File: src/rtl/mesh_rt_pkg.sv
package mesh_rt_pkg;
  localparam int NPORT = 5;

  // Bit positions of the one-hot direction request
  localparam int P_LOCAL = 0;
  localparam int P_EAST  = 1;
  localparam int P_WEST  = 2;
  localparam int P_NORTH = 3;
  localparam int P_SOUTH = 4;

  typedef logic [NPORT-1:0] port_oh_t;
endpackage

File: src/rtl/mesh_dor_decide.sv
module mesh_dor_decide
  import mesh_rt_pkg::*;
#(
  parameter int OFF_W  = 4,
  parameter int DATA_W = 16
) (
  input  logic [DATA_W-1:0] hdr_in,
  output port_oh_t          port_oh,
  output logic [DATA_W-1:0] hdr_out
);
  localparam int DX_LO = 0;
  localparam int DY_LO = OFF_W;
  localparam logic [OFF_W-1:0] ONE = OFF_W'(1);

  logic [OFF_W-1:0] dx, dy;
  logic dx_neg, dx_zero, dy_neg, dy_zero;

  assign dx      = hdr_in[DX_LO +: OFF_W];
  assign dy      = hdr_in[DY_LO +: OFF_W];
  assign dx_neg  = dx[OFF_W-1];
  assign dy_neg  = dy[OFF_W-1];
  assign dx_zero = (dx == '0);
  assign dy_zero = (dy == '0);

  always_comb begin
    port_oh = '0;
    hdr_out = hdr_in;
    if (!dx_zero) begin
      // x is reduced first and completely
      if (dx_neg) begin
        port_oh[P_WEST] = 1'b1;
        hdr_out[DX_LO +: OFF_W] = dx + ONE;
      end else begin
        port_oh[P_EAST] = 1'b1;
        hdr_out[DX_LO +: OFF_W] = dx - ONE;
      end
    end else if (!dy_zero) begin
      if (dy_neg) begin
        port_oh[P_SOUTH] = 1'b1;
        hdr_out[DY_LO +: OFF_W] = dy + ONE;
      end else begin
        port_oh[P_NORTH] = 1'b1;
        hdr_out[DY_LO +: OFF_W] = dy - ONE;
      end
    end else begin
      port_oh[P_LOCAL] = 1'b1;
    end
  end
endmodule

File: src/rtl/mesh_dor_hold.sv
module mesh_dor_hold
  import mesh_rt_pkg::*;
(
  input  logic     clk,
  input  logic     rst_n,
  input  logic     set_en,
  input  port_oh_t set_port,
  input  logic     clr_en,
  output port_oh_t hold_port,
  output logic     hold_busy
);
  port_oh_t port_q, port_d;
  logic     busy_q, busy_d;

  always_comb begin
    port_d = port_q;
    busy_d = busy_q;
    // A new head wins over the release of the previous worm
    if (set_en) begin
      port_d = set_port;
      busy_d = 1'b1;
    end else if (clr_en) begin
      port_d = '0;
      busy_d = 1'b0;
    end
  end

  always_ff @(posedge clk or negedge rst_n) begin
    if (!rst_n) begin
      port_q <= '0;
      busy_q <= 1'b0;
    end else if (set_en || clr_en) begin
      port_q <= port_d;
      busy_q <= busy_d;
    end
  end

  assign hold_port = port_q;
  assign hold_busy = busy_q;
endmodule

File: src/rtl/mesh_dor_stage.sv
module mesh_dor_stage
  import mesh_rt_pkg::*;
#(
  parameter int DATA_W = 16
) (
  input  logic              clk,
  input  logic              rst_n,
  input  logic              in_valid,
  output logic              in_ready,
  input  logic              in_head,
  input  logic              in_tail,
  input  logic [DATA_W-1:0] in_data,
  input  port_oh_t          in_port,
  output logic              out_valid,
  input  logic              out_ready,
  output logic              out_head,
  output logic              out_tail,
  output logic [DATA_W-1:0] out_data,
  output port_oh_t          out_port
);
  logic load, valid_d, valid_q;
  logic head_q, tail_q;
  logic [DATA_W-1:0] data_q;
  port_oh_t port_q;

  assign in_ready = !valid_q || out_ready;
  assign load     = in_valid && in_ready;

  always_comb begin
    valid_d = valid_q;
    if (load)           valid_d = 1'b1;
    else if (out_ready) valid_d = 1'b0;
  end

  always_ff @(posedge clk or negedge rst_n) begin
    if (!rst_n) valid_q <= 1'b0;
    else        valid_q <= valid_d;
  end

  always_ff @(posedge clk or negedge rst_n) begin
    if (!rst_n) begin
      head_q <= 1'b0;
      tail_q <= 1'b0;
      data_q <= '0;
      port_q <= '0;
    end else if (load) begin
      head_q <= in_head;
      tail_q <= in_tail;
      data_q <= in_data;
      port_q <= in_port;
    end
  end

  assign out_valid = valid_q;
  assign out_head  = head_q;
  assign out_tail  = tail_q;
  assign out_data  = data_q;
  assign out_port  = port_q;


  stall_hold_chk: assert property (@(posedge clk) disable iff (!rst_n)
    out_valid && !out_ready |=> out_valid && $stable(out_data) && $stable(out_port)
      && $stable(out_head) && $stable(out_tail));

  stall_block_chk: assert property (@(posedge clk) disable iff (!rst_n)
    out_valid && !out_ready |-> !in_ready);
endmodule

File: src/rtl/mesh_dor_route.sv
module mesh_dor_route
  import mesh_rt_pkg::*;
#(
  parameter int OFF_W  = 4,
  parameter int DATA_W = 16
) (
  input  logic              clk,
  input  logic              rst_n,
  input  logic              in_valid,
  output logic              in_ready,
  input  logic              in_head,
  input  logic              in_tail,
  input  logic [DATA_W-1:0] in_data,
  output logic              out_valid,
  input  logic              out_ready,
  output logic              out_head,
  output logic              out_tail,
  output logic [DATA_W-1:0] out_data,
  output logic [NPORT-1:0]  out_port
);
  localparam int DX_LO = 0;
  localparam int DY_LO = OFF_W;

  port_oh_t          dec_port, hold_port, sel_port;
  logic [DATA_W-1:0] dec_data, sel_data;
  logic              hold_busy, head_take, tail_leave;

  mesh_dor_decide #(.OFF_W(OFF_W), .DATA_W(DATA_W)) u_decide (
    .hdr_in  (in_data),
    .port_oh (dec_port),
    .hdr_out (dec_data)
  );

  assign head_take  = in_valid && in_ready && in_head;
  assign tail_leave = out_valid && out_ready && out_tail;

  mesh_dor_hold u_hold (
    .clk       (clk),
    .rst_n     (rst_n),
    .set_en    (head_take),
    .set_port  (dec_port),
    .clr_en    (tail_leave),
    .hold_port (hold_port),
    .hold_busy (hold_busy)
  );

  assign sel_port = in_head ? dec_port : hold_port;
  assign sel_data = in_head ? dec_data : in_data;

  mesh_dor_stage #(.DATA_W(DATA_W)) u_stage (
    .clk       (clk),
    .rst_n     (rst_n),
    .in_valid  (in_valid),
    .in_ready  (in_ready),
    .in_head   (in_head),
    .in_tail   (in_tail),
    .in_data   (sel_data),
    .in_port   (sel_port),
    .out_valid (out_valid),
    .out_ready (out_ready),
    .out_head  (out_head),
    .out_tail  (out_tail),
    .out_data  (out_data),
    .out_port  (out_port)
  );


  port_onehot_chk: assert property (@(posedge clk) disable iff (!rst_n)
    out_valid |-> $countones(out_port) == 1);

  body_follow_chk: assert property (@(posedge clk) disable iff (!rst_n)
    out_valid && !out_head |-> out_port == hold_port && hold_busy);

  body_has_worm_chk: assert property (@(posedge clk) disable iff (!rst_n)
    in_valid && in_ready && !in_head |-> hold_busy);

  x_before_y_chk: assert property (@(posedge clk) disable iff (!rst_n)
    out_valid && out_head && (out_port[P_NORTH] || out_port[P_SOUTH])
      |-> out_data[DX_LO +: OFF_W] == '0);

  local_pass_chk: assert property (@(posedge clk) disable iff (!rst_n)
    head_take && in_data[DX_LO +: OFF_W] == '0 && in_data[DY_LO +: OFF_W] == '0
      |=> out_port[P_LOCAL] && out_data == $past(in_data));

  empty_ready_chk: assert property (@(posedge clk) disable iff (!rst_n)
    !out_valid |-> in_ready);
endmodule

File: config.mk
export PLATFORM = sky130hd
export DESIGN_NAME = mesh_dor_route
export DESIGN_NICKNAME = d
export VERILOG_FILES = /design/src/rtl/mesh_rt_pkg.sv /design/src/rtl/mesh_dor_decide.sv /design/src/rtl/mesh_dor_hold.sv /design/src/rtl/mesh_dor_stage.sv /design/src/rtl/mesh_dor_route.sv
export SDC_FILE = /design/constraint.sdc
export NUM_CORES = 1
export LEC_CHECK = 0
export BUFFER_PORTS_ARGS = -buffer_cell sky130_fd_sc_hd__buf_2
export CAP_MARGIN = 40
export CORE_UTILIZATION = 53
export DETAILED_ROUTE_END_ITERATION = 16
export PLACE_DENSITY = 0.83
export SLEW_MARGIN = 0
export SYNTH_ARGS = -nofsm -noshare
export SYNTH_HDL_FRONTEND = slang
export SYNTH_SLANG_ARGS = --single-unit
File: constraint.sdc
create_clock -name clk -period 2.6 [get_ports clk]
set_input_delay 0 -clock clk [delete_from_list [all_inputs] [get_ports clk]]
set_output_delay 0 -clock clk [all_outputs]
set_load 0.01 [all_outputs]
Yosys cells after proc, flatten, opt, wreduce, memory -nomap -nowiden
Cells that the tools add are included.
{"block": "word_totals", "ff_bits": 29, "inputBits": 22, "wordCells": 42}
{"block": "op_classes", "n_addsub": 4, "mux": 20, "n_reduce_logical": 12}
{"op": "$mux W4", "n": 5}
{"op": "$mux W5", "n": 3}
{"op": "$add A4 B1 Y4 const B", "n": 2}
{"op": "$logic_not A4 Y1", "n": 2}
{"op": "$mux W1", "n": 8}
{"op": "$mux W8", "n": 1}
{"op": "$sub A4 B1 Y4 const B", "n": 2}
{"op": "$mux W2", "n": 3}
{"op": "$logic_and A1 B1 Y1", "n": 4}
{"op": "$reduce_bool A2 Y1", "n": 2}
{"op": "$logic_or A1 B1 Y1", "n": 2}
{"op": "$reduce_and A2 Y1", "n": 1}
{"op": "$logic_not A1 Y1", "n": 1}

Longest topological paths before layout
{"block": "logic_depth", "word_depth": 6, "mapped_depth": 6, "depth_no_buf": 6}

Hierarchy
From an unflattened synthesis, not the netlist that was laid out.
{"block": "hier_totals", "hier_cells": 142, "area_unflattened_um2": 1870.5}
{"mod": "mesh_dor_stage", "n_inst": 1, "cells_each": 52, "area_per_inst_um2": 1007.2, "seq_area_each_um2": 600.6}
{"mod": "mesh_dor_decide", "n_inst": 1, "cells_each": 51, "area_per_inst_um2": 380.4, "seq_area_each_um2": 0.0}
{"mod": "mesh_dor_route", "n_inst": 1, "cells_each": 25, "area_per_inst_um2": 271.5, "seq_area_each_um2": 0.0}
{"mod": "mesh_dor_hold", "n_inst": 1, "cells_each": 14, "area_per_inst_um2": 211.5, "seq_area_each_um2": 150.1}

Least setup slack after synthesis
No wires, ideal clock.
{"block": "synth_path", "path_type": "register -> register", "startpoint": "register u_stage.valid_q (netlist: u_stage.out_valid)", "endpoint": "register u_stage.data_q[3] (netlist: u_stage.out_data[3])", "setup_time_ns": 0.069, "arrival_ns": 1.264, "required_ns": 2.531, "path_slack_ns": 1.267, "stages_incl_launch_ff": 5, "synth_period_minus_slack_ns": 1.333, "path_cell_list": "dfrtp_1 -> nand2b_1 -> nand2_1 -> or4_1 -> nand3_1"}
{"block": "synth_between", "elab_chain_len": 3}
{"element": "start: declaration", "line": "mesh_dor_stage.sv:21", "rtl": "logic load, valid_d, valid_q;"}
{"element": "start signal: assignment", "line": "mesh_dor_stage.sv:37", "rtl": "else valid_q <= valid_d;"}
{"element": "$logic_not A1 Y1", "line": "mesh_dor_stage.sv:26", "rtl": "assign in_ready = !valid_q || out_ready;"}
{"element": "$logic_or A1 B1 Y1", "line": "mesh_dor_stage.sv:26"}
{"element": "net in_ready", "line": "mesh_dor_route.sv:10", "rtl": "output logic in_ready,"}
{"element": "$logic_and A1 B1 Y1", "line": "mesh_dor_stage.sv:27", "rtl": "assign load = in_valid && in_ready;"}
{"element": "end signal: assignment", "line": "mesh_dor_stage.sv:49", "rtl": "data_q <= in_data;"}
{"element": "end: declaration", "line": "mesh_dor_stage.sv:23", "rtl": "logic [DATA_W-1:0] data_q;"}
The timed path passes the listed nets, and every way through them passes these cells.
A chain may end at the register's enable or synchronous reset.

Worst setup path in the final report
{"block": "layout_path", "startpoint": "input port in_data[3]", "endpoint": "register u_stage.data_q[2] (netlist: u_stage.out_data[2])"}
{"block": "layout_between", "elab_chain_len": 3, "elab_cells_between_ends": 4, "classes_between": "mux: 3; reduce/logical: 1"}
{"element": "start: declaration", "line": "mesh_dor_route.sv:13", "rtl": "input logic [DATA_W-1:0] in_data,"}
{"element": "$logic_not A4 Y1 / $mux W4 (equally long branches)", "line": "mesh_dor_decide.sv:22, mesh_dor_decide.sv:30"}
{"element": "$mux W4 (*)", "line": "mesh_dor_decide.sv:28", "rtl": "if (!dx_zero) begin"}
{"element": "$mux W8 (*)", "line": "mesh_dor_route.sv:48", "rtl": "assign sel_data = in_head ? dec_data : in_data;"}
Mark *: on every way between the ends. The rest lies on a longest branch, timed or not.

==> flow_summary.yaml <==
setup_path:
  crit_arrival_ps: 1990
  critPathLaunchType: "input pin"
  crit_type: "in -> reg"
  required_ps: 2800
  critPathCaptureType: "flip-flop"
  critPathMaxFanout: 6
power:
  power_density_nw_per_um2: 553.5
  p_leak_nw: 0.9856
  netSwitchingPower_mw: 0.3325
  p_int_mw: 0.7222
  p_clk_share_pct: 24.7
  seqPwrFrac_pct: 50.7
  power_mw: 1.055
  sw_frac_of_total_pct: 31.52
  peakVddDrop_v: 0.0004609
  comb_power_share_pct: 24.7
global_routing:
  gr-total-overflow: 0
  antenna_found_initial: 0
  grt_pass1_vias: 1280
  grt_max_degree: 30
  gr-usage-all-layers_pct: 28.99
  grt_pass1_wl_um: 5796
die:
  initial_core_util_pct: 57.13
  io_pins: 47
  dieHeight_um: 54.38
  dieArea_um2: 2957
  coreArea_um2: 2545
  fp.dieW_um: 54.38
  row_count: 18
synth:
  ys_ff_latch: 29
  avgSynthCellArea_um2: 9.565
  synth-seq-area-share_pct: 49.91
  syn-num-nets: 182
  syn-instance-count: 152
  mappedNetlistArea_um2: 1454
  ys_types: 33
  ys_warn_count: 0
route:
  dr.pass1.iters: 4
  num_vias: 1316
  drt_iter0_drc: 18
  ant_nets: 0
  wl_per_cell_um: 14.48
  wl_um: 3577
  vias_per_cell: 5.328
  drcViolationCount: 0
timing:
  finalSetupTns_ps: 0
  skew_ps: 11.79
  drv_slew: 0
  setup_viol: 0
  min_period_over_period_pct: 68.71
  timing.final.hold_violations: 0
  fmax_ghz: 0.5597
  worst_pin_slew_ps: 647.0
  slew-limit-headroom_pct: 56.87
  rsz0062_at_grt: "no"
  min_period_ps: 1787
  hold_ws_ps: 21.18
job:
  drv_cap: 0
cts:
  htree_levels: 2
  clock_latency_ps: 330
  cts_buffers: 5
  clock-sinks: 29
  clkTransAtPathRegs_ps: 100
  cts_tree: "built"
  root_buffer: "clkbuf_4"
  ctsLongestPathBuffers: 2
min_path:
  min_path_type: "in -> reg"
placement:
  place_congestion: 0.8237
  port_buffers: 46
  dp_hpwl_um: 2412
finish:
  final_nets: 246
  antennaDiodeCount: 0
  area_delta_synth_final_pct: 31.07
  drive_above_1_share_pct: 27.65
outcome:
  status: "finished, final reports clean"
power by group through the flow:
stage / Combinational, mW / Sequential, mW / Clock, mW
3_5_place_dp: 0.241 / 0.542 / 0
4_1_cts: 0.259 / 0.533 / 0.260
2_1_floorplan: 0.108 / 0.566 / 0
3_3_place_gp: 0.230 / 0.539 / 0
5_1_grt: 0.290 / 0.542 / 0.290
6_report: 0.260 / 0.535 / 0.260
per-layer routing:
layer / GRT usage, % / up-vias / share of wire [%]
li1: - / 644 / -
met1: 32.15 / 639 / 42
met2: 50.20 / 27 / 53
met3: 9.444 / 6 / 3.8
met4: 12.82 / 0 / 1.4
met5: 0 / - / 0
worst max-delay path: stages:
cell and delay, ps:
dlygate4sd3_1 530, buf_2 140, inv_1 170, ha_1 270
or3b_4 420, nand2_1 130, mux2i_1 240, o21ai_2 60
flip-flops by register name, summed over array words and instances, names as in the netlist:
name / cells
u_stage.out_tail: 1
u_stage.out_port: 5
u_stage.out_valid: 1
u_hold.hold_port: 5
u_stage.out_head: 1
u_stage.out_data: 16
final cells by class:
type / count / area [um^2]
Fill cell: 190 / 639.4
Clock buffer: 6 / 41.29
Timing Repair Buffer: 63 / 395.4
Clock inverter: 2 / 10.01
Tap cell: 30 / 37.54
Inverter: 5 / 18.77
Multi-Input combinational cell: 112 / 676.9
Sequential cell: 29 / 725.7
cells in the mapped netlist:
library cell / number / share of area, %
mux2_2: 1 / 0.77
a21oi_1: 10 / 3.4
nor2_1: 11 / 2.8
nor3b_1: 1 / 0.52
a22o_1: 1 / 0.60
o21ai_2: 1 / 0.60
xnor2_1: 2 / 1.2
inv_1: 5 / 1.3
or4_1: 1 / 0.52
nand2b_1: 2 / 0.86
nand4bb_4: 1 / 1.9
a32o_1: 2 / 1.4
nand2_1: 45 / 12
fa_1: 2 / 2.8
and3_1: 1 / 0.43
a221oi_1: 2 / 1.2
o21ai_0: 5 / 1.7
ha_1: 6 / 5.2
or2_0: 1 / 0.43
or3b_4: 1 / 0.77
buf_4: 1 / 0.52
nor3_1: 2 / 0.69
nand3_1: 5 / 1.7
a31oi_1: 1 / 0.43
o31ai_1: 2 / 1.0
nor3b_4: 1 / 1.3
a22oi_1: 1 / 0.52
nor4_1: 1 / 0.43
dfrtp_1: 29 / 50
a211o_1: 1 / 0.60
and2_1: 1 / 0.43
mux2i_1: 1 / 0.69
buf_2: 5 / 1.7
path summary, 6_finish.rpt:
path / start / endpoint / slack, ps / depth (start not counted)
worst max-delay path: in_data[3] / u_stage.out_data[2] / 810 / 8
worst min-delay path: in_head / u_stage.out_port[0] / 20 / 3
worst max register to register: u_stage.out_valid / u_stage.out_data[3] / 910 / 4
worst min register to register: u_stage.out_data[2] / u_stage.out_data[2] / 480 / 2
max in group asynchronous: rst_n / u_stage.out_data[15] / 1950 / 2
min in group asynchronous: rst_n / u_hold.hold_port[1] / 220 / 2
kinds of logic after synthesis:
family | Yosys count | synth area share (%)
adder cells (fa/ha/maj) | 8 | 7.917
flip-flops | 29 | 49.91
XOR/XNOR | 2 | 1.205
AO/OA/AOI/OAI | 26 | 11.53
buffers and inverters | 11 | 3.528
AND/OR/NAND/NOR | 74 | 24.44
multiplexers | 2 | 1.463
cells in the final DEF (no fill, tap or decap), types with 2 or more instances in the layout:
cell | synthesis | routed
a21oi_1 | 10 | 10
dlygate4sd3_1 | 0 | 15
xnor2_1 | 2 | 2
buf_4 | 1 | 2
dfrtp_1 | 29 | 29
a221oi_1 | 2 | 2
nor2_1 | 11 | 11
clkinv_2 | 0 | 2
nand2b_1 | 2 | 2
inv_1 | 5 | 5
a32o_1 | 2 | 2
o31ai_1 | 2 | 2
buf_2 | 5 | 46
o21ai_0 | 5 | 5
nand3_1 | 5 | 5
fa_1 | 2 | 2
nand2_1 | 45 | 45
clkbuf_4 | 0 | 5
nor3_1 | 2 | 2
ha_1 | 6 | 6
through the flow:
step	utilization (%)	area [um^2]	cells	setup slack, ps
5_1_grt	74.88	1906	247	708.8
2_1_floorplan	-	1454	152	1267
4_1_cts	74.88	1906	247	836.4
3_3_place_gp	66.96	1704	224	1029
6_report	74.88	1906	247	813.4
3_5_place_dp	66.96	1704	224	952.5
timing repair:
action / 4_1_cts / 5_1_grt
hold buffers: 15 / 0
resized for setup: 0 / 0
hold endpoints to repair: 45 / 0
setup buffers: 0 / 0
(Power assumes the default switching activity.)
